**config.mk**
```make
export PLATFORM = sky130hd
export DESIGN_NAME = twin_pred_mover
export DESIGN_NICKNAME = d
export VERILOG_FILES = /design/src/rtl/twin_pred_pkg.sv /design/src/rtl/pred_walker.sv /design/src/rtl/tpm_ctrl.sv /design/src/rtl/twin_pred_mover.sv
export SDC_FILE = /design/constraint.sdc
export NUM_CORES = 1
export LEC_CHECK = 0
export ABC_CLOCK_PERIOD_IN_PS = 3180
export BUFFER_PORTS_ARGS = -buffer_cell sky130_fd_sc_hd__buf_4
export CORE_UTILIZATION = 51
export CTS_CLUSTER_DIAMETER = 40
export DETAILED_ROUTE_END_ITERATION = 8
export PLACE_DENSITY = 0.84
export SYNTH_ARGS = -nofsm -noshare
export SYNTH_HDL_FRONTEND = slang
export SYNTH_HIERARCHICAL = 1
export SYNTH_SLANG_ARGS = --single-unit
```
**constraint.sdc**
```tcl
create_clock -name clk_i -period 3.18 [get_ports clk_i]
set_input_delay 0.636 -clock clk_i [delete_from_list [all_inputs] [get_ports clk_i]]
set_output_delay 0.636 -clock clk_i [all_outputs]
set_load 0.03 [all_outputs]
```
**src/rtl/twin_pred_pkg.sv**
```systemverilog
package twin_pred_pkg;
  typedef enum logic {
    ST_IDLE = 1'b0,
    ST_RUN  = 1'b1
  } mover_state_e;
endpackage

```
**src/rtl/pred_walker.sv**
```systemverilog
module pred_walker #(
  parameter int unsigned N     = 8,
  parameter int unsigned IDX_W = (N > 1) ? $clog2(N) : 1
) (
  input  logic             clk_i,
  input  logic             rst_ni,
  input  logic             load_i,
  input  logic [N-1:0]     mask_i,
  input  logic [N-1:0]     lim_i,
  input  logic             adv_i,
  output logic             found_o,
  output logic [IDX_W-1:0] idx_o
);
  // remaining selected positions; lowest set bit is the current index
  logic [N-1:0] rem_q;

  always_ff @(posedge clk_i or negedge rst_ni) begin
    if (!rst_ni)     rem_q <= '0;
    else if (load_i) rem_q <= mask_i & lim_i;
    else if (adv_i)  rem_q <= rem_q & (rem_q - 1'b1);
  end

  assign found_o = |rem_q;

  always_comb begin
    idx_o = '0;
    for (int i = int'(N) - 1; i >= 0; i--) begin
      if (rem_q[i]) idx_o = IDX_W'(i);
    end
  end

  // only advance on a live element
  a_r8_adv_live: assert property (@(posedge clk_i) disable iff (!rst_ni)
    adv_i |-> found_o);

  // each advance consumes exactly one selected element
  a_r2_walk_pop: assert property (@(posedge clk_i) disable iff (!rst_ni)
    (adv_i && !load_i) |=> ($countones(rem_q) == $countones($past(rem_q)) - 1));

  // indices strictly ascend
  a_r2_ascending: assert property (@(posedge clk_i) disable iff (!rst_ni)
    (adv_i && !load_i) |=> (!found_o || (idx_o > $past(idx_o))));
endmodule

```
**src/rtl/tpm_ctrl.sv**
```systemverilog
module tpm_ctrl
  import twin_pred_pkg::*;
(
  input  logic clk_i,
  input  logic rst_ni,
  input  logic start_i,
  input  logic src_found_i,
  input  logic dst_found_i,
  output logic load_o,
  output logic xfer_o,
  output logic busy_o,
  output logic done_o
);
  mover_state_e state_q, state_d;

  always_comb begin
    load_o  = (state_q == ST_IDLE) && start_i;
    xfer_o  = (state_q == ST_RUN) && src_found_i && dst_found_i;
    done_o  = (state_q == ST_RUN) && !(src_found_i && dst_found_i);
    busy_o  = (state_q == ST_RUN);
    state_d = state_q;
    if (load_o)      state_d = ST_RUN;
    else if (done_o) state_d = ST_IDLE;
  end

  always_ff @(posedge clk_i or negedge rst_ni) begin
    if (!rst_ni) state_q <= ST_IDLE;
    else         state_q <= state_d;
  end

  a_r7_done_pulse: assert property (@(posedge clk_i) disable iff (!rst_ni)
    done_o |=> !done_o);

  a_r7_done_ends: assert property (@(posedge clk_i) disable iff (!rst_ni)
    done_o |=> !busy_o);

  a_r7_start_busy: assert property (@(posedge clk_i) disable iff (!rst_ni)
    (!busy_o && start_i) |=> busy_o);

  a_r9_no_reload: assert property (@(posedge clk_i) disable iff (!rst_ni)
    busy_o |-> !load_o);

  a_r8_xfer_excl: assert property (@(posedge clk_i) disable iff (!rst_ni)
    !(xfer_o && done_o));
endmodule

```
**src/rtl/twin_pred_mover.sv**
```systemverilog
module twin_pred_mover #(
  parameter int unsigned VLEN_MAX = 8,
  parameter int unsigned DATA_W   = 16,
  parameter int unsigned AW       = 5,
  localparam int unsigned IDX_W   = (VLEN_MAX > 1) ? $clog2(VLEN_MAX) : 1,
  localparam int unsigned CNT_W   = $clog2(VLEN_MAX + 1)
) (
  input  logic                clk_i,
  input  logic                rst_ni,
  input  logic                start_i,
  input  logic [CNT_W-1:0]    vl_i,
  input  logic [VLEN_MAX-1:0] src_mask_i,
  input  logic [VLEN_MAX-1:0] dst_mask_i,
  input  logic [AW-1:0]       src_base_i,
  input  logic [AW-1:0]       dst_base_i,
  output logic                busy_o,
  output logic                done_o,
  output logic                rd_en_o,
  output logic [AW-1:0]       rd_addr_o,
  input  logic [DATA_W-1:0]   rd_data_i,
  output logic                wr_en_o,
  output logic [AW-1:0]       wr_addr_o,
  output logic [DATA_W-1:0]   wr_data_o
);
  logic                load, xfer;
  logic                src_found, dst_found;
  logic [IDX_W-1:0]    src_idx, dst_idx;
  logic [VLEN_MAX-1:0] len_lim;
  logic [CNT_W-1:0]    vl_q;
  logic [AW-1:0]       src_base_q, dst_base_q;

  for (genvar g = 0; g < VLEN_MAX; g++) begin : g_lim
    assign len_lim[g] = (CNT_W'(g) < vl_i);
  end

  always_ff @(posedge clk_i or negedge rst_ni) begin
    if (!rst_ni) begin
      vl_q       <= '0;
      src_base_q <= '0;
      dst_base_q <= '0;
    end else if (load) begin
      vl_q       <= vl_i;
      src_base_q <= src_base_i;
      dst_base_q <= dst_base_i;
    end
  end

  tpm_ctrl u_ctrl (
    .clk_i      (clk_i),
    .rst_ni     (rst_ni),
    .start_i    (start_i),
    .src_found_i(src_found),
    .dst_found_i(dst_found),
    .load_o     (load),
    .xfer_o     (xfer),
    .busy_o     (busy_o),
    .done_o     (done_o)
  );

  pred_walker #(.N(VLEN_MAX), .IDX_W(IDX_W)) u_src_walk (
    .clk_i  (clk_i),
    .rst_ni (rst_ni),
    .load_i (load),
    .mask_i (src_mask_i),
    .lim_i  (len_lim),
    .adv_i  (xfer),
    .found_o(src_found),
    .idx_o  (src_idx)
  );

  pred_walker #(.N(VLEN_MAX), .IDX_W(IDX_W)) u_dst_walk (
    .clk_i  (clk_i),
    .rst_ni (rst_ni),
    .load_i (load),
    .mask_i (dst_mask_i),
    .lim_i  (len_lim),
    .adv_i  (xfer),
    .found_o(dst_found),
    .idx_o  (dst_idx)
  );

  assign rd_en_o   = xfer;
  assign rd_addr_o = src_base_q + AW'(src_idx);
  assign wr_en_o   = xfer;
  assign wr_addr_o = dst_base_q + AW'(dst_idx);
  assign wr_data_o = rd_data_i;

  a_r8_rw_pair: assert property (@(posedge clk_i) disable iff (!rst_ni)
    wr_en_o |-> rd_en_o);

  a_r8_idle_quiet: assert property (@(posedge clk_i) disable iff (!rst_ni)
    !busy_o |-> (!wr_en_o && !rd_en_o));

  a_r11_src_bound: assert property (@(posedge clk_i) disable iff (!rst_ni)
    rd_en_o |-> (CNT_W'(rd_addr_o - src_base_q) < vl_q));

  a_r11_dst_bound: assert property (@(posedge clk_i) disable iff (!rst_ni)
    wr_en_o |-> (CNT_W'(wr_addr_o - dst_base_q) < vl_q));
endmodule

```
==> impl_metrics.env <==
export IMPL_syn_area_per_cell_um2=9.55
export IMPL_clock_sinks=27
export IMPL_slew_viol_final=0
export IMPL_setup_violations=0
export IMPL_multi_input_area_um2=917
export IMPL_dieArea_um2=3670
export IMPL_fill_cells=277
export IMPL_dpl_cell_area_um2=2010
export IMPL_synthesis_area_um2=1750
export IMPL_rr_worst_depth=7
export IMPL_status="complete, no violations"
export IMPL_vias_per_cell=5.47
export IMPL_wl_per_cell_um=13.9
export IMPL_grt_ovfl_total=0
export IMPL_cts_htree_levels=1
export IMPL_portBuffers=46
export IMPL_synthesis_nets=240
export IMPL_vias=1433
export IMPL_hp_class="in -> async"
export IMPL_regArea_um2=676
export IMPL_clk_pin_slew_ps=140
export IMPL_cts_buffers=3
export IMPL_die_h_um=60.5
export IMPL_cts_root_buf="clkbuf_4"
export IMPL_drive_above_1_share_pct=39.0
export IMPL_yosysWarnings=6
export IMPL_finClkSkew_ps=6.29
export IMPL_crit_path_max_fanout=5
export IMPL_hpwlAfterDp_um=2690
export IMPL_ys_async_sr_fraction_pct=100
export IMPL_fin_nets=276
export IMPL_drc_errors=0
export IMPL_cap_violations=0
export IMPL_period_share_pct=95.3
export IMPL_gr_usage_all_layers_pct=22.5
export IMPL_worst_slew_margin_rel_pct=73.1
export IMPL_synthDistinctLibCells=35
export IMPL_worstPathArrival_ps=2390
export IMPL_ys_flop_type="dfrtp_1"
export IMPL_grt_antenna_before_repair=0
export IMPL_wl_um=3650
export IMPL_endpoint_kind="primary output"
export IMPL_worst_slack_ps=149
export IMPL_ant_nets=0
export IMPL_die_w_um=60.5
export IMPL_grt_max_degree=46
export IMPL_synth_seq_area_share_pct=38.7
export IMPL_place_ws_ps=394
export IMPL_first_pass_iters=4
export IMPL_grt_pass1_vias=1404
export IMPL_clock_path_buffers=2
export IMPL_rows=20
export IMPL_rsz0062_at_grt="true"
export IMPL_n_antenna_cell=0
export IMPL_num_io_pins=79
export IMPL_synth_edf_count=0
export IMPL_gp_congestion=0.867
export IMPL_crit_type="reg -> out"
export IMPL_design_area_um2=2120
export IMPL_fmax_mhz=330
export IMPL_start_kind="flop"
export IMPL_fin_crit_ps=3030
export IMPL_netlist_instances=183
export IMPL_tightest_slew_ps=404
export IMPL_hold_viol=0
export IMPL_ys_ff_latch=27
export IMPL_area_delta_synth_final_pct=21.1
export IMPL_hold_buffers=0
export IMPL_grt_pass1_wl_um=6160
export IMPL_fp_coreArea_um2=3150
export IMPL_cts_tree="done"
export IMPL_drt_iter0_markers=50
export IMPL_insertion_delay_ps=310
export IMPL_start_util_pct=55.4
export IMPL_required_ps=2540
metrics by stage:
| stage | setup TNS [ps] | std cells | util [%] | hold WS, ps |
|---|---|---|---|---|
| 3_5_place_dp | 0 | 252 | 63.7 | 509 |
| 5_1_grt | -43.3 | 262 | 67.1 | 211 |
| 6_report | 0 | 262 | 67.1 | 204 |
| 4_1_cts | 0 | 256 | 64.5 | 203 |
| 3_3_place_gp | 0 | 252 | 63.7 | 496 |
| 2_1_floorplan | 0 | 183 | - | 340 |
flip-flops by register name, summed over array words and instances (netlist names):
signal,flops
src_base_q,5
dst_base_q,5
u_src_walk/rem_q,8
u_dst_walk/rem_q,8
u_ctrl/busy_o,1
critical path, cell delays in order (launching register included):
cell and delay [ps]:
dfrtp_1 450, nor2_1 160, o21ai_0 130, a211oi_2 300, inv_1 110, fa_2 410
nor2b_1 140, o21ai_1 80, xnor2_1 130, buf_4 170
area by class of cell:
cell class	instances	share of cell area [%]
Multi-Input combinational cell	122	43.3
Sequential cell	27	31.9
Timing Repair Buffer	53	18.8
Tap cell	44	2.60
Inverter	12	2.13
Clock buffer	4	1.24
repair_timing:
item	4_1_cts	5_1_grt
setup buffers	0	6
endpoints found under the hold margin	0	0
endpoints found under the setup margin	0	4
gates resized for setup	0	10
metal layers:
layer / GRT usage [%] / vias up / part of all wire (%)
met4: 6.49 / 0 / 0.47
li1: - / 707 / -
met3: 3.20 / 2 / 6.2
met1: 31.0 / 668 / 44
met2: 37.2 / 56 / 49
met5: 0 / - / 0
worst paths after layout:
path	from	to	slack, ps
worst min register to register	dst_base_q[2]	dst_base_q[2]	540
min in group clk_i	src_base_i[1]	src_base_q[1]	530
worst max register to register	u_dst_walk/rem_q[4]	u_dst_walk/rem_q[3]	1240
worst max-delay path	u_src_walk/rem_q[4]	rd_addr_o[4]	150
max in group asynchronous	rst_ni	dst_base_q[4]	2710
worst min-delay path	rst_ni	u_src_walk/rem_q[3]	200
cell usage after synthesis, types with 4 or more instances:
master / number / share of area (%)
dfrtp_1: 27 / 39
buf_4: 17 / 7.3
o21ai_0: 17 / 4.9
nand3_1: 14 / 4.0
inv_1: 12 / 2.6
nor2b_1: 9 / 3.2
mux2_2: 8 / 5.2
o21ai_1: 8 / 2.3
ha_1: 6 / 4.3
nand2_1: 6 / 1.3
nor2_1: 6 / 1.3
xnor2_1: 6 / 3.0
o41ai_1: 4 / 2.0
logic make-up (layout without fill, tap and decap cells):
group,after synthesis,after routing,share of synthesized area (%)
XOR/XNOR,6,6,3.01
AO/OA/AOI/OAI,47,47,17.2
adder cells (fa/ha/maj),8,8,6.59
flip-flops,27,27,38.7
buffers and inverters,34,69,11.2
AND/OR/NAND/NOR,53,53,18.3
multiplexers,8,8,5.15
cells in the final DEF (no fill, tap or decap), types with 3 or more instances in the layout:
cell type and n:
o41ai_1 4, ha_1 4, inv_1 12, or2_1 3, nand2_1 6, nor2b_1 6, nor2_1 6, nand3_1 14
o21ai_1 8, nor2b_2 3, o21ai_0 17, buf_4 53, xnor2_1 6, a21o_1 3, nand2b_1 3, mux2_2 8
dfrtp_1 27, clkbuf_4 3
Power is left out: the tool's default activity adds up to more than one toggle a clock period on the data nets, which glitch-free logic cannot reach.
